--- config.mk ---
export PLATFORM = sky130hd
export DESIGN_NAME = ddr_init_refresh_seq
export DESIGN_NICKNAME = d
export VERILOG_FILES = /design/src/rtl/ddrseq_pkg.sv /design/src/rtl/ddrseq_countdown.sv /design/src/rtl/ddrseq_refresh_pacer.sv /design/src/rtl/ddrseq_cmd_drive.sv /design/src/rtl/ddr_init_refresh_seq.sv
export SDC_FILE = /design/constraint.sdc
export NUM_CORES = 1
export LEC_CHECK = 0
export ABC_AREA = 1
export BUFFER_PORTS_ARGS = -buffer_cell sky130_fd_sc_hd__clkbuf_2
export CAP_MARGIN = 20
export CORE_ASPECT_RATIO = 0.5
export CORE_MARGIN = 2
export CORE_UTILIZATION = 50
export CTS_CLUSTER_DIAMETER = 120
export DETAILED_ROUTE_END_ITERATION = 6
export PLACE_DENSITY = 0.7
export REMOVE_ABC_BUFFERS = 1
export SLEW_MARGIN = 20
export SYNTH_ARGS = -nofsm -noshare
export SYNTH_HDL_FRONTEND = slang
export SYNTH_HIERARCHICAL = 1
export SYNTH_SLANG_ARGS = --single-unit
--- constraint.sdc ---
create_clock -name clk -period 3.21 [get_ports clk]
set_clock_uncertainty 0.05 [all_clocks]
set_input_delay 0.321 -clock clk [delete_from_list [all_inputs] [get_ports clk]]
set_output_delay 0.321 -clock clk [all_outputs]
set_load 0.01 [all_outputs]
--- src/rtl/ddrseq_pkg.sv ---
// Shared types for the DDR init/refresh sequencer.
// Assumes: command pins are active low; the pin pattern per operation is fixed.
package ddrseq_pkg;

    // Operations the sequencer can place on the command bus.
    typedef enum logic [2:0] {
        OP_NOP  = 3'd0,
        OP_PREA = 3'd1,
        OP_EMRS = 3'd2,
        OP_MRS  = 3'd3,
        OP_REF  = 3'd4
    } op_e;

    // Sequencer phases, in the order they are visited.
    typedef enum logic [2:0] {
        PH_PWRUP  = 3'd0,
        PH_PRECHG = 3'd1,
        PH_EXT_WR = 3'd2,
        PH_MR_WR  = 3'd3,
        PH_RUN    = 3'd4
    } phase_e;

    // Command strobes, all active low.
    typedef struct packed {
        logic cs_n;
        logic ras_n;
        logic cas_n;
        logic we_n;
    } strobes_t;

    // Maps an operation to its strobe pattern.
    function automatic strobes_t strobes_for(input op_e op);
        strobes_t s;
        case (op)
            OP_PREA: s = strobes_t'(4'b0010);
            OP_EMRS: s = strobes_t'(4'b0000);
            OP_MRS:  s = strobes_t'(4'b0000);
            OP_REF:  s = strobes_t'(4'b0001);
            default: s = strobes_t'(4'b0111);
        endcase
        return s;
    endfunction

endpackage

--- src/rtl/ddrseq_countdown.sv ---
// Loadable down-counter that stops at zero and reports when it is there.
// Assumes: load has priority over counting; the reset value fits in W bits.
module ddrseq_countdown #(
    parameter int W       = 8,
    parameter int RST_VAL = 0
) (
    input  logic         clk,
    input  logic         rst_n,
    input  logic         load,
    input  logic [W-1:0] load_val,
    output logic         zero
);

    logic [W-1:0] cnt;

    // Load on request, otherwise count down and hold at zero.
    always_ff @(posedge clk) begin
        if (!rst_n) begin
            cnt <= W'(RST_VAL);
        end else if (load) begin
            cnt <= load_val;
        end else if (cnt != '0) begin
            cnt <= cnt - W'(1);
        end
    end

    assign zero = (cnt == '0);

endmodule

--- src/rtl/ddrseq_refresh_pacer.sv ---
// Refresh pacer: adds one owed refresh every REFI_CYC cycles while running,
// removes one per issued refresh, and saturates at OWED_MAX.
// Assumes: take is only asserted while pending is high.
module ddrseq_refresh_pacer #(
    parameter int REFI_CYC = 1950,
    parameter int OWED_MAX = 8
) (
    input  logic clk,
    input  logic rst_n,
    input  logic run,
    input  logic take,
    output logic pending
);

    localparam int IW = (REFI_CYC > 1) ? $clog2(REFI_CYC) : 1;
    localparam int OW = $clog2(OWED_MAX + 1);

    logic [IW-1:0] ivl;
    logic [OW-1:0] owed;
    logic [OW-1:0] owed_d;
    logic [OW:0]   owed_sum;
    logic          tick;

    assign tick = run && (ivl == '0);

    // Interval counter: held at its start value until the run phase begins.
    always_ff @(posedge clk) begin
        if (!rst_n || !run) begin
            ivl <= IW'(REFI_CYC - 1);
        end else if (ivl == '0) begin
            ivl <= IW'(REFI_CYC - 1);
        end else begin
            ivl <= ivl - IW'(1);
        end
    end

    // Next owed count: add a tick, remove a take, clip at the cap.
    always_comb begin
        owed_sum = {1'b0, owed} + {{OW{1'b0}}, tick};
        if (take) begin
            owed_sum = owed_sum - (OW + 1)'(1);
        end
        if (owed_sum > (OW + 1)'(OWED_MAX)) begin
            owed_d = OW'(OWED_MAX);
        end else begin
            owed_d = owed_sum[OW-1:0];
        end
    end

    // Owed refresh register.
    always_ff @(posedge clk) begin
        if (!rst_n) begin
            owed <= '0;
        end else begin
            owed <= owed_d;
        end
    end

    assign pending = (owed != '0);

    a_r11_owed_capped: assert property (@(posedge clk) disable iff (!rst_n)
        owed <= OW'(OWED_MAX))
        else $error("owed refresh count above cap");

    a_r7_no_take_without_debt: assert property (@(posedge clk) disable iff (!rst_n)
        take |-> (owed != '0))
        else $error("refresh taken with nothing owed");

endmodule

--- src/rtl/ddrseq_cmd_drive.sv ---
// Registered command bus driver: turns an operation into strobes, bank and
// address operands, and raises the clock enable once out of reset.
// Assumes: ADDR_W >= 11 so the precharge-all bit exists.
module ddrseq_cmd_drive
    import ddrseq_pkg::*;
#(
    parameter int         ADDR_W     = 13,
    parameter logic [2:0] BURST_CODE = 3'b011,
    parameter logic       INTERLEAVE = 1'b0,
    parameter logic [2:0] CL_CODE    = 3'b010,
    parameter logic       DLL_OFF    = 1'b0
) (
    input  logic              clk,
    input  logic              rst_n,
    input  op_e               op,
    output logic              cke,
    output strobes_t          strobes,
    output logic [1:0]        ba,
    output logic [ADDR_W-1:0] addr
);

    localparam int PREA_BIT      = 10;
    localparam int DLL_RESET_BIT = 8;
    localparam int TEST_BIT      = 7;

    logic [1:0]        ba_d;
    logic [ADDR_W-1:0] addr_d;

    // Operand selection per operation.
    always_comb begin
        ba_d   = 2'b00;
        addr_d = '0;
        case (op)
            OP_PREA: addr_d[PREA_BIT] = 1'b1;
            OP_EMRS: begin
                ba_d      = 2'b01;
                addr_d[0] = DLL_OFF;
            end
            OP_MRS: begin
                addr_d[2:0]           = BURST_CODE;
                addr_d[3]             = INTERLEAVE;
                addr_d[6:4]           = CL_CODE;
                addr_d[TEST_BIT]      = 1'b0;
                addr_d[DLL_RESET_BIT] = 1'b1;
            end
            default: begin
                ba_d   = 2'b00;
                addr_d = '0;
            end
        endcase
    end

    // Output register for the whole command bus.
    always_ff @(posedge clk) begin
        if (!rst_n) begin
            cke     <= 1'b0;
            strobes <= strobes_for(OP_NOP);
            ba      <= 2'b00;
            addr    <= '0;
        end else begin
            cke     <= 1'b1;
            strobes <= strobes_for(op);
            ba      <= ba_d;
            addr    <= addr_d;
        end
    end

endmodule

--- src/rtl/ddr_init_refresh_seq.sv ---
// DDR SDRAM initialization and refresh sequencer.
// Power-up wait, precharge-all, extended mode write, mode write (with DLL
// reset), then paced auto-refresh under a host grant handshake. ready rises
// once the DLL lockout has run out.
// Assumes: TMRD_CYC >= 2, DLL_LOCK_CYC > TMRD_CYC, all time parameters > 0.
module ddr_init_refresh_seq
    import ddrseq_pkg::*;
#(
    parameter int         ADDR_W       = 13,
    parameter int         CLK_PS       = 8000,
    parameter int         PWRUP_PS     = 200000000,
    parameter int         TRP_PS       = 20000,
    parameter int         TRFC_PS      = 75000,
    parameter int         REFI_PS      = 15600000,
    parameter int         TMRD_CYC     = 2,
    parameter int         DLL_LOCK_CYC = 200,
    parameter int         OWED_MAX     = 8,
    parameter logic [2:0] BURST_CODE   = 3'b011,
    parameter logic       INTERLEAVE   = 1'b0,
    parameter logic [2:0] CL_CODE      = 3'b010,
    parameter logic       DLL_OFF      = 1'b0
) (
    input  logic              clk,
    input  logic              rst_n,
    input  logic              ref_gnt,
    output logic              cke,
    output logic              cs_n,
    output logic              ras_n,
    output logic              cas_n,
    output logic              we_n,
    output logic [1:0]        ba,
    output logic [ADDR_W-1:0] addr,
    output logic              ready,
    output logic              ref_req
);

    // Minimum delays round up; the refresh period rounds down.
    localparam int PWRUP_C = (PWRUP_PS + CLK_PS - 1) / CLK_PS;
    localparam int TRP_C   = (TRP_PS + CLK_PS - 1) / CLK_PS;
    localparam int TRFC_C  = (TRFC_PS + CLK_PS - 1) / CLK_PS;
    localparam int REFI_C  = REFI_PS / CLK_PS;
    localparam int GAP_A   = (PWRUP_C > TRP_C) ? PWRUP_C : TRP_C;
    localparam int GAP_MAX = (GAP_A > TMRD_CYC) ? GAP_A : TMRD_CYC;
    localparam int GAP_W   = $clog2(GAP_MAX + 1);
    localparam int LOCK_W  = $clog2(DLL_LOCK_CYC + 1);
    localparam int RFC_W   = $clog2(TRFC_C + 1);

    phase_e           phase;
    phase_e           phase_d;
    op_e              op;
    logic             gap_load;
    logic [GAP_W-1:0] gap_val;
    logic             gap_zero;
    logic             lock_zero;
    logic             lock_armed;
    logic             rfc_zero;
    logic             rfc_busy;
    logic             run;
    logic             pending;
    logic             ref_take;
    strobes_t         strobes;

    assign run      = (phase == PH_RUN);
    assign rfc_busy = !rfc_zero;
    assign ref_req  = run && pending && !rfc_busy;
    assign ref_take = ref_req && ref_gnt;

    // Phase sequencing: pick the command and next gap for this cycle.
    always_comb begin
        phase_d  = phase;
        op       = OP_NOP;
        gap_load = 1'b0;
        gap_val  = '0;
        case (phase)
            PH_PWRUP: if (gap_zero) begin
                op       = OP_PREA;
                phase_d  = PH_PRECHG;
                gap_load = 1'b1;
                gap_val  = GAP_W'(TRP_C - 1);
            end
            PH_PRECHG: if (gap_zero) begin
                op       = OP_EMRS;
                phase_d  = PH_EXT_WR;
                gap_load = 1'b1;
                gap_val  = GAP_W'(TMRD_CYC - 1);
            end
            PH_EXT_WR: if (gap_zero) begin
                op       = OP_MRS;
                phase_d  = PH_MR_WR;
                gap_load = 1'b1;
                gap_val  = GAP_W'(TMRD_CYC - 1);
            end
            PH_MR_WR: if (gap_zero) begin
                phase_d = PH_RUN;
            end
            PH_RUN: if (ref_take) begin
                op = OP_REF;
            end
            default: phase_d = PH_PWRUP;
        endcase
    end

    // Phase register.
    always_ff @(posedge clk) begin
        if (!rst_n) begin
            phase <= PH_PWRUP;
        end else begin
            phase <= phase_d;
        end
    end

    // Lockout arming: set when the mode write (with DLL reset) goes out.
    always_ff @(posedge clk) begin
        if (!rst_n) begin
            lock_armed <= 1'b0;
        end else if (op == OP_MRS) begin
            lock_armed <= 1'b1;
        end
    end

    assign ready = lock_armed && lock_zero && !rfc_busy;

    ddrseq_countdown #(.W(GAP_W), .RST_VAL(PWRUP_C - 1)) u_gap (
        .clk      (clk),
        .rst_n    (rst_n),
        .load     (gap_load),
        .load_val (gap_val),
        .zero     (gap_zero)
    );

    ddrseq_countdown #(.W(LOCK_W), .RST_VAL(0)) u_lock (
        .clk      (clk),
        .rst_n    (rst_n),
        .load     (op == OP_MRS),
        .load_val (LOCK_W'(DLL_LOCK_CYC)),
        .zero     (lock_zero)
    );

    ddrseq_countdown #(.W(RFC_W), .RST_VAL(0)) u_rfc (
        .clk      (clk),
        .rst_n    (rst_n),
        .load     (ref_take),
        .load_val (RFC_W'(TRFC_C)),
        .zero     (rfc_zero)
    );

    ddrseq_refresh_pacer #(.REFI_CYC(REFI_C), .OWED_MAX(OWED_MAX)) u_pacer (
        .clk     (clk),
        .rst_n   (rst_n),
        .run     (run),
        .take    (ref_take),
        .pending (pending)
    );

    ddrseq_cmd_drive #(
        .ADDR_W     (ADDR_W),
        .BURST_CODE (BURST_CODE),
        .INTERLEAVE (INTERLEAVE),
        .CL_CODE    (CL_CODE),
        .DLL_OFF    (DLL_OFF)
    ) u_drive (
        .clk     (clk),
        .rst_n   (rst_n),
        .op      (op),
        .cke     (cke),
        .strobes (strobes),
        .ba      (ba),
        .addr    (addr)
    );

    assign cs_n  = strobes.cs_n;
    assign ras_n = strobes.ras_n;
    assign cas_n = strobes.cas_n;
    assign we_n  = strobes.we_n;

    a_r2_cmd_needs_cke: assert property (@(posedge clk) disable iff (!rst_n)
        !cke |-> (!cs_n && ras_n && cas_n && we_n))
        else $error("command issued with cke low");

    a_r5_settle_after_modewrite: assert property (@(posedge clk) disable iff (!rst_n)
        (!cs_n && !ras_n && !cas_n && !we_n) |=> (!cs_n && ras_n && cas_n && we_n))
        else $error("command directly after register write");

    a_r8_refresh_only_on_grant: assert property (@(posedge clk) disable iff (!rst_n)
        (!cs_n && !ras_n && !cas_n && we_n) |-> $past(ref_req && ref_gnt))
        else $error("refresh without granted request");

    a_r9_quiet_after_refresh: assert property (@(posedge clk) disable iff (!rst_n)
        (!cs_n && !ras_n && !cas_n && we_n) |-> (!ready && !ref_req))
        else $error("ready or request during refresh recovery");

    a_r6_ready_after_programming: assert property (@(posedge clk) disable iff (!rst_n)
        ready |-> run)
        else $error("ready before programming finished");

endmodule

---- Word-level counts from Yosys, hierarchy flattened ----
Index checks and enable logic that the tools add are counted.
cells by class
  add/subtract/negate cells ............... 6
  order comparisons ....................... 1
  equality and inequality tests ........... 12
  muxes and demuxes ....................... 29
  bitwise gates (word level) .............. 2
  reduce and logical (&&, ||, !) cells .... 29
operators with widths
  cell                     number
  $mux W15                 2
  $mux W8                  3
  $logic_not A15 Y1        1
  $mux W3                  5
  $pmux W3 S5              1
  $reduce_bool A15 Y1      1
  $sub A15 B1 Y15 const B  1
  $eq A3 B2 Y1 const B     4
  $mux W4                  3
  $pmux W3 S4              1
  $reduce_or A2 Y1         6
  $logic_not A11 Y1        1
  $sub A11 B1 Y11 const B  1
  $pmux W3 S3              1
  $logic_not A8 Y1         1
  $mux W1                  8
  $ne A2 B2 Y1 const B     4
  $reduce_bool A4 Y1       2
  $reduce_bool A8 Y1       1
  $sub A8 B1 Y8 const B    1
  $eq A3 B1 Y1 const B     2
  $eq A3 B3 Y1 const B     2
  $logic_and A1 B1 Y1      6
  $mux W2                  3
  14 further kinds         18
word-level totals
  register bits after elaboration ......... 66
  input bits .............................. 3
  output and inout port bits .............. 22
  word-level logic and storage cells ...... 97

---- Depth between registers and ports, before layout ----
  word-level depth ........................ 9
  depth in mapped cells ................... 16
  depth with buffers taken out ............ 16

---- By module ----
Netlist, hierarchy kept.
modules (own cells, without submodules)
  module                      instances  cells an instance  area an instance (µm²)  sequential area each (µm²)
  ddrseq_countdown at u_gap   1          136                920.9                   300.3
  ddrseq_refresh_pacer        1          134                890.9                   300.3
  ddrseq_countdown at u_lock  1          70                 478.0                   160.2
  ddrseq_cmd_drive            1          40                 315.3                   140.1
  ddr_init_refresh_seq        1          42                 266.5                   80.1
  ddrseq_countdown at u_rfc   1          40                 247.7                   80.1

---- Worst setup path after synthesis ----
Ideal clock, no wire load.
  kind .................................... reg-to-reg
  from .................................... reg u_rfc.cnt[0]
  to ...................................... reg u_pacer.owed[1]
  setup time .............................. 125 ps
  data arrival time ....................... 2291 ps
  setup slack ............................. 744 ps
  stages on the path, launching flop included .. 14
  buffers on the path ..................... 0
  clock period less this slack ............ 2466 ps
  cell sequence ........................... dfxtp_1 > inv_1 > ha_1 > nand2_1 > nor2_1 > nand2_1 > nor3_1 > nand2_1 > inv_1 > nand2_1 > nand2_2 > nor2_4 > nor2_2 > nor3_1
between the ends
  longest elaborated chain between the ends .. 6
RTL lines
  what                        line                        source
  start, declared             ddrseq_countdown.sv:14      logic [W-1:0] cnt;
  start signal, assigned      ddrseq_countdown.sv:19      cnt <= W'(RST_VAL);
  start signal, assigned      ddrseq_countdown.sv:21      cnt <= load_val;
  start signal, assigned      ddrseq_countdown.sv:23      cnt <= cnt - W'(1);
  $logic_not A4 Y1 *          ddrseq_countdown.sv:27      assign zero = (cnt == '0);
  net rfc_zero                ddr_init_refresh_seq.sv:56  logic rfc_zero;
  $logic_and A1 B1 Y1 *       ddr_init_refresh_seq.sv:65  assign ref_req = run && pending && !rfc_busy;
  $logic_and A1 B1 Y1 *       ddr_init_refresh_seq.sv:66  assign ref_take = ref_req && ref_gnt;
  net ref_take                ddr_init_refresh_seq.sv:60  logic ref_take;
  $mux W5 *                   ddrseq_refresh_pacer.sv:40  if (take) begin
  $gt A5 B4 Y1                ddrseq_refresh_pacer.sv:43  if (owed_sum > (OW + 1)'(OWED_MAX)) begin
  $reduce_or A2 Y1 (no line)  -
  end signal, assigned        ddrseq_refresh_pacer.sv:55  owed <= owed_d;
  end, declared               ddrseq_refresh_pacer.sv:19  logic [OW-1:0] owed;
Mark *: on every way through the listed nets, which the timed path passes. The rest lies on a longest branch.
A chain may end at the register's enable or synchronous reset.

---- Worst setup path in the final report ----
  from .................................... reg u_pacer.ivl[0]
  to ...................................... reg u_pacer.owed[1]
between the ends
  longest elaborated chain between the ends .. 7
RTL lines
  what                        line                        source
  start, declared             ddrseq_refresh_pacer.sv:18  logic [IW-1:0] ivl;
  start signal, assigned      ddrseq_refresh_pacer.sv:29  ivl <= IW'(REFI_CYC - 1);
  start signal, assigned      ddrseq_refresh_pacer.sv:31  ivl <= IW'(REFI_CYC - 1);
  start signal, assigned      ddrseq_refresh_pacer.sv:33  ivl <= ivl - IW'(1);
  $logic_not A11 Y1 *         ddrseq_refresh_pacer.sv:24  assign tick = run && (ivl == '0);
  $logic_and A1 B1 Y1 *       ddrseq_refresh_pacer.sv:24
  $add A4 B1 Y5 *             ddrseq_refresh_pacer.sv:39  owed_sum = {1'b0, owed} + {{OW{1'b0}}, tick};
  $sub A5 B1 Y5               ddrseq_refresh_pacer.sv:41  owed_sum = owed_sum - (OW + 1)'(1);
  $mux W5 *                   ddrseq_refresh_pacer.sv:40
  $gt A5 B4 Y1                ddrseq_refresh_pacer.sv:43
  $reduce_or A2 Y1 (no line)  -
Every way passes the cells marked *; elsewhere a longest branch is shown, timed or not.

==> results.txt <==
* Critical path buffer and inverter count: 2
- GR Overflow Total: 0
- The worst setup path is of the register to register kind.
- STA classifies the critical path startpoint as a register.
- Boundary Pins: 25
* Seq/Total Area, Yosys: 0.340
- Largest net degree at the start of global routing: 19
- Number of cell rows: 20
* Bufs on Longest Clock Path: 2
- Cell count after synthesis: 462
* Chain of cells forming the critical path: inv_1, ha_1, nand3_1, nor3_2, and2_1, ha_1, ha_1, inv_1, ha_1, nand2_1, o21ai_0, nand2_1, nor2_4, nor2_2, nor3_1
- Of the cells placed in the final design, the portion with a size suffix greater than 1 is 0.130.
- Antenna-violating nets left: 0
- Before antenna repair, the detailed router went through 4 iterations.
- The filler cells instantiated in the layout total 601.
- The number of pins with negative max-slew slack in the final report was 0.
- In the routed design, unresolved DRC markers number 0.
- Share of power burned in registers: 0.421
- In this run the cell area measured after placement is between 0.003 and 0.004 sq mm.
- Number of nets at the end of the flow: 510
- Internal power: 1.24 mW
- Max cap viols: 0
- Summed over all nets, the switching power comes to roughly 0.59 mW.
- The first global-routing pass estimated about 10 mm of wire.
- Area enclosed by the die boundary: ~0.0069 sq mm
- On the worst path, the slowest cell contributes a delay of between 0.3 and 0.4 ns.
- X dimension of the die: ~120 microns
- CTS saw 53 sinks.
* Final setup violating endpoints: 0
* Cell type with the highest occurrence count on the critical path: sky130_fd_sc_hd__ha_1
* Power density over the cells: around 530 mW/mm^2
- The initial utilization of the core area, before any placement, comes to 0.515.
- The die is 59.9 microns tall.
- After synthesis the netlist holds a flip-flop and latch count of between 50 and 60.
- The biggest area contributor in the post-synthesis netlist is sky130_fd_sc_hd__dfxtp_1.
* HPWL after detailed placement: 4.20 mm
* Post-Place Setup Slack: around 0.67 ns
- For the worst setup path, the data required time is around 3.4 ns.
- The number of global-route vias before repair was between 2000 and 2500.
* Synthesis warning total: 6
* CTS Root Buffer Type: sky130_fd_sc_hd__clkbuf_16
* Number of port buffers: 14
* Routed via count: 2682
* Number of buffers created by CTS: 5
* Synthesis-to-layout area growth: 11.2%
- After routing the design area is about 0.0035 sq mm.
- After detailed routing, the average wire length per cell comes to 9.64 microns.
* Post-route minimum period: roughly 2.5 ns
* Clock network fraction of design power: 0.311
- Dividing the detail-routed via count by the number of cells gives between 4 and 5.
- Number of endpoints with negative hold slack in the final report: 0
- CTS Hold Buffers Added: 0
* Arrival time of data at the critical path endpoint: roughly 2.7 ns
- Syn Area/Cell: around 6.8 sq um
* Clk Latency, worst-skew pair: 0.30 ns
* Overall routing resource usage: 0.183
- Net switching share of the total power: 0.323
- Reg2Reg Setup Slack: between 0.6 and 0.7 ns
- CTS tree: yes
- After routing, the total negative slack on setup checks comes to 0 ns.
* Initial antenna violation count: 0
- The mapped netlist covers slightly above 0.003 sq mm.
- Quantity of gates resized following cts: 0
- Clock input transition at the sequential cells of the worst setup and hold paths: approximately 0.060 ns
- Diode count: 0
- Fraction of power consumed by combinational cells: 0.269
- Status: completed
* Largest driver fanout on the critical path: 5
- STA classifies the critical path endpoint as a register.
- Static timing analysis puts the maximum clock frequency at 0.392 GHz.
* Worst IR Drop VDD: about 260 uV
* Yosys top cell area share: 0.340
- Total power: between 1.5 and 2 mW
* Class of the most critical hold timing path: register to register
- Leakage: 1.65 nW
- Setup slack closes at about 0.66 ns.
* Placeable Area: about 0.0061 sq mm
- Once layout is complete, the utilization of the core stands at 0.573.
- Placer Congestion: 0.845
- Cell variety after synth: 35
- Cell type of the slowest stage on the worst timing path: sky130_fd_sc_hd__dfxtp_1
* Tcrit/Tclk final: 0.794
- DRT iter0 DRCs: between 100 and 150
- Summed over all layers, the routed wires come to about 5.7 mm.
- Setup repair after global routing left no endpoint under its margin.
- Post-CTS timing repair inserted 0 buffers for setup.
- Broken down by cell family, the worst path's largest delay share belongs to adder cells.
* H-Tree Depth: 2
- Dominant cells by area after synthesis: sky130_fd_sc_hd__dfxtp_1 34%, sky130_fd_sc_hd__nand2_1 13%, sky130_fd_sc_hd__nor2_1 7.5%, sky130_fd_sc_hd__inv_1 7.0%, sky130_fd_sc_hd__nand3_1 5.3%
==> logic make-up (layout without fill, tap and decap cells) <==
| family | Yosys count | after routing | synth area share |
|---|---|---|---|
| and+or+nand+nor | 254 | 254 | 0.389 |
| buffers and inverters | 82 | 88 | 0.116 |
| AOI/OAI and AO/OA | 51 | 51 | 0.0882 |
| xor gates and xnor gates | 11 | 11 | 0.0309 |
| other | 3 | 35 | 0.00361 |
| DFF | 53 | 53 | 0.340 |
| adders and majority gates | 8 | 8 | 0.0321 |
==> path summary, 6_finish.rpt <==
kind / startpoint / endpoint / cells after the start
setup / recovery: u_pacer/ivl[0]$_SDFF_PP1_ / u_pacer/owed[1]$_SDFF_PP0_ / 15
hold / removal: u_pacer/ivl[0]$_SDFF_PP1_ / u_pacer/ivl[0]$_SDFF_PP1_ / 1
setup reg to reg: u_pacer/ivl[0]$_SDFF_PP1_ / u_pacer/owed[1]$_SDFF_PP0_ / 15
hold reg to reg: u_pacer/ivl[0]$_SDFF_PP1_ / u_pacer/ivl[0]$_SDFF_PP1_ / 1
==> power by group through the flow <==
| stage | clock network (mW) | logic [mW] | registers, mW |
|---|---|---|---|
| after floorplan | 0 | 0.413 | 0.770 |
| after global placement | 0 | 0.482 | 0.780 |
| after detailed placement | 0 | 0.488 | 0.780 |
| after CTS | 0.582 | 0.492 | 0.767 |
| after global routing | 0.613 | 0.574 | 0.775 |
| final | 0.567 | 0.490 | 0.767 |
==> worst reg2reg max path, stage by stage, from the launching register on <==
cell and delay [ns]:
sky130_fd_sc_hd__dfxtp_1 0.38, sky130_fd_sc_hd__inv_1 0.09, sky130_fd_sc_hd__ha_1 0.20, sky130_fd_sc_hd__nand3_1 0.09
sky130_fd_sc_hd__nor3_2 0.06, sky130_fd_sc_hd__and2_1 0.13, sky130_fd_sc_hd__ha_1 0.22, sky130_fd_sc_hd__ha_1 0.32
sky130_fd_sc_hd__inv_1 0.06, sky130_fd_sc_hd__ha_1 0.27, sky130_fd_sc_hd__nand2_1 0.04, sky130_fd_sc_hd__o21ai_0 0.11
sky130_fd_sc_hd__nand2_1 0.13, sky130_fd_sc_hd__nor2_4 0.11, sky130_fd_sc_hd__nor2_2 0.05, sky130_fd_sc_hd__nor3_1 0.16
==> area by class of cell <==
| class | count | area (sq um) | share of cell area |
|---|---|---|---|
| Timing Repair Buffer | 15 | 77.6 | 0.0224 |
| Clock inverter | 1 | 5.00 | 0.00144 |
| Clock buffer | 7 | 153 | 0.0440 |
| Multi-Input combinational cell | 359 | 1820 | 0.524 |
| Inverter | 65 | 245 | 0.0707 |
| Sequential cell | 53 | 1060 | 0.306 |
| Tap cell | 88 | 110 | 0.0318 |
==> through the flow <==
stage / hold slack (ns) / cells
after CTS: 0.389 / 588
after floorplan: 0.299 / 477
after global routing: 0.417 / 588
after global placement: 0.370 / 580
after detailed placement: 0.372 / 580
final: 0.386 / 588
==> synth_stat cells <==
master                       n
sky130_fd_sc_hd__clkinv_2    1
sky130_fd_sc_hd__xnor2_1     5
sky130_fd_sc_hd__inv_2       6
sky130_fd_sc_hd__nor2_8      2
sky130_fd_sc_hd__nand3_1    33
sky130_fd_sc_hd__nor2_4      4
sky130_fd_sc_hd__clkbuf_1    2
sky130_fd_sc_hd__dfxtp_1    53
sky130_fd_sc_hd__nand2_1   104
sky130_fd_sc_hd__o21ai_0    15
sky130_fd_sc_hd__or2_0       1
sky130_fd_sc_hd__nand2_4     2
sky130_fd_sc_hd__xor2_1      6
sky130_fd_sc_hd__and2_1      1
sky130_fd_sc_hd__nor2_2      8
sky130_fd_sc_hd__and3_1      1
sky130_fd_sc_hd__nor3_1     11
sky130_fd_sc_hd__nor2_1     62
sky130_fd_sc_hd__a21oi_1    23
sky130_fd_sc_hd__nand3_2     4
sky130_fd_sc_hd__nand2_2     9
sky130_fd_sc_hd__nand3_4     1
sky130_fd_sc_hd__nand4_1     7
sky130_fd_sc_hd__conb_1      3
sky130_fd_sc_hd__ha_1        8
sky130_fd_sc_hd__o31ai_1     1
sky130_fd_sc_hd__inv_1      58
sky130_fd_sc_hd__nor3_2      2
sky130_fd_sc_hd__nand3b_1    1
sky130_fd_sc_hd__o21ai_1     6
sky130_fd_sc_hd__a21oi_2     2
sky130_fd_sc_hd__buf_4      14
sky130_fd_sc_hd__buf_2       1
sky130_fd_sc_hd__and3_2      1
sky130_fd_sc_hd__o211ai_1    4
==> metal layers <==
layer  routed length [microns]  part of all wire  GRT usage
met1                      2860              0.50      0.221
met2                      2560              0.45      0.321
met3                       211             0.037     0.0639
met4                        29            0.0051     0.0408
met5                         0                 0          0
==> placed cells by master (no fill, tap or decap) <==
cell                          n
sky130_fd_sc_hd__nand4_1      7
sky130_fd_sc_hd__buf_4        1
sky130_fd_sc_hd__and3_1       1
sky130_fd_sc_hd__nand2_2      9
sky130_fd_sc_hd__nor2_2       8
sky130_fd_sc_hd__inv_1       58
sky130_fd_sc_hd__nor2_1      62
sky130_fd_sc_hd__nand3_4      1
sky130_fd_sc_hd__and3_2       1
sky130_fd_sc_hd__inv_2        6
sky130_fd_sc_hd__o31ai_1      1
sky130_fd_sc_hd__clkinv_2     2
sky130_fd_sc_hd__clkbuf_2    14
sky130_fd_sc_hd__a21oi_2      2
sky130_fd_sc_hd__or2_0        1
sky130_fd_sc_hd__nand3_2      4
sky130_fd_sc_hd__nand3_1     33
sky130_fd_sc_hd__xnor2_1      5
sky130_fd_sc_hd__o21ai_1      6
sky130_fd_sc_hd__nor2_8       2
sky130_fd_sc_hd__nand2_1    104
sky130_fd_sc_hd__ha_1         8
sky130_fd_sc_hd__dfxtp_1     53
sky130_fd_sc_hd__clkbuf_16    5
sky130_fd_sc_hd__o21ai_0     15
sky130_fd_sc_hd__nand3b_1     1
sky130_fd_sc_hd__o211ai_1     4
sky130_fd_sc_hd__clkbuf_8     2
sky130_fd_sc_hd__nor2_4       4
sky130_fd_sc_hd__a21oi_1     23
sky130_fd_sc_hd__nor3_1      11
sky130_fd_sc_hd__nor3_2       2
sky130_fd_sc_hd__and2_1       1
sky130_fd_sc_hd__nand2_4      2
sky130_fd_sc_hd__conb_1      35
sky130_fd_sc_hd__xor2_1       6
==> flip-flops by register name, summed over array words and instances (netlist names) <==
register	cells
u_drive/cke	1
lock_armed	1
u_gap/cnt	15
u_drive/addr	2
u_rfc/cnt	4
u_pacer/owed	4
phase	3
u_lock/cnt	8
u_drive/ba	1
u_drive/strobes	3
u_pacer/ivl	11
Power figures use the tool's default switching activity.
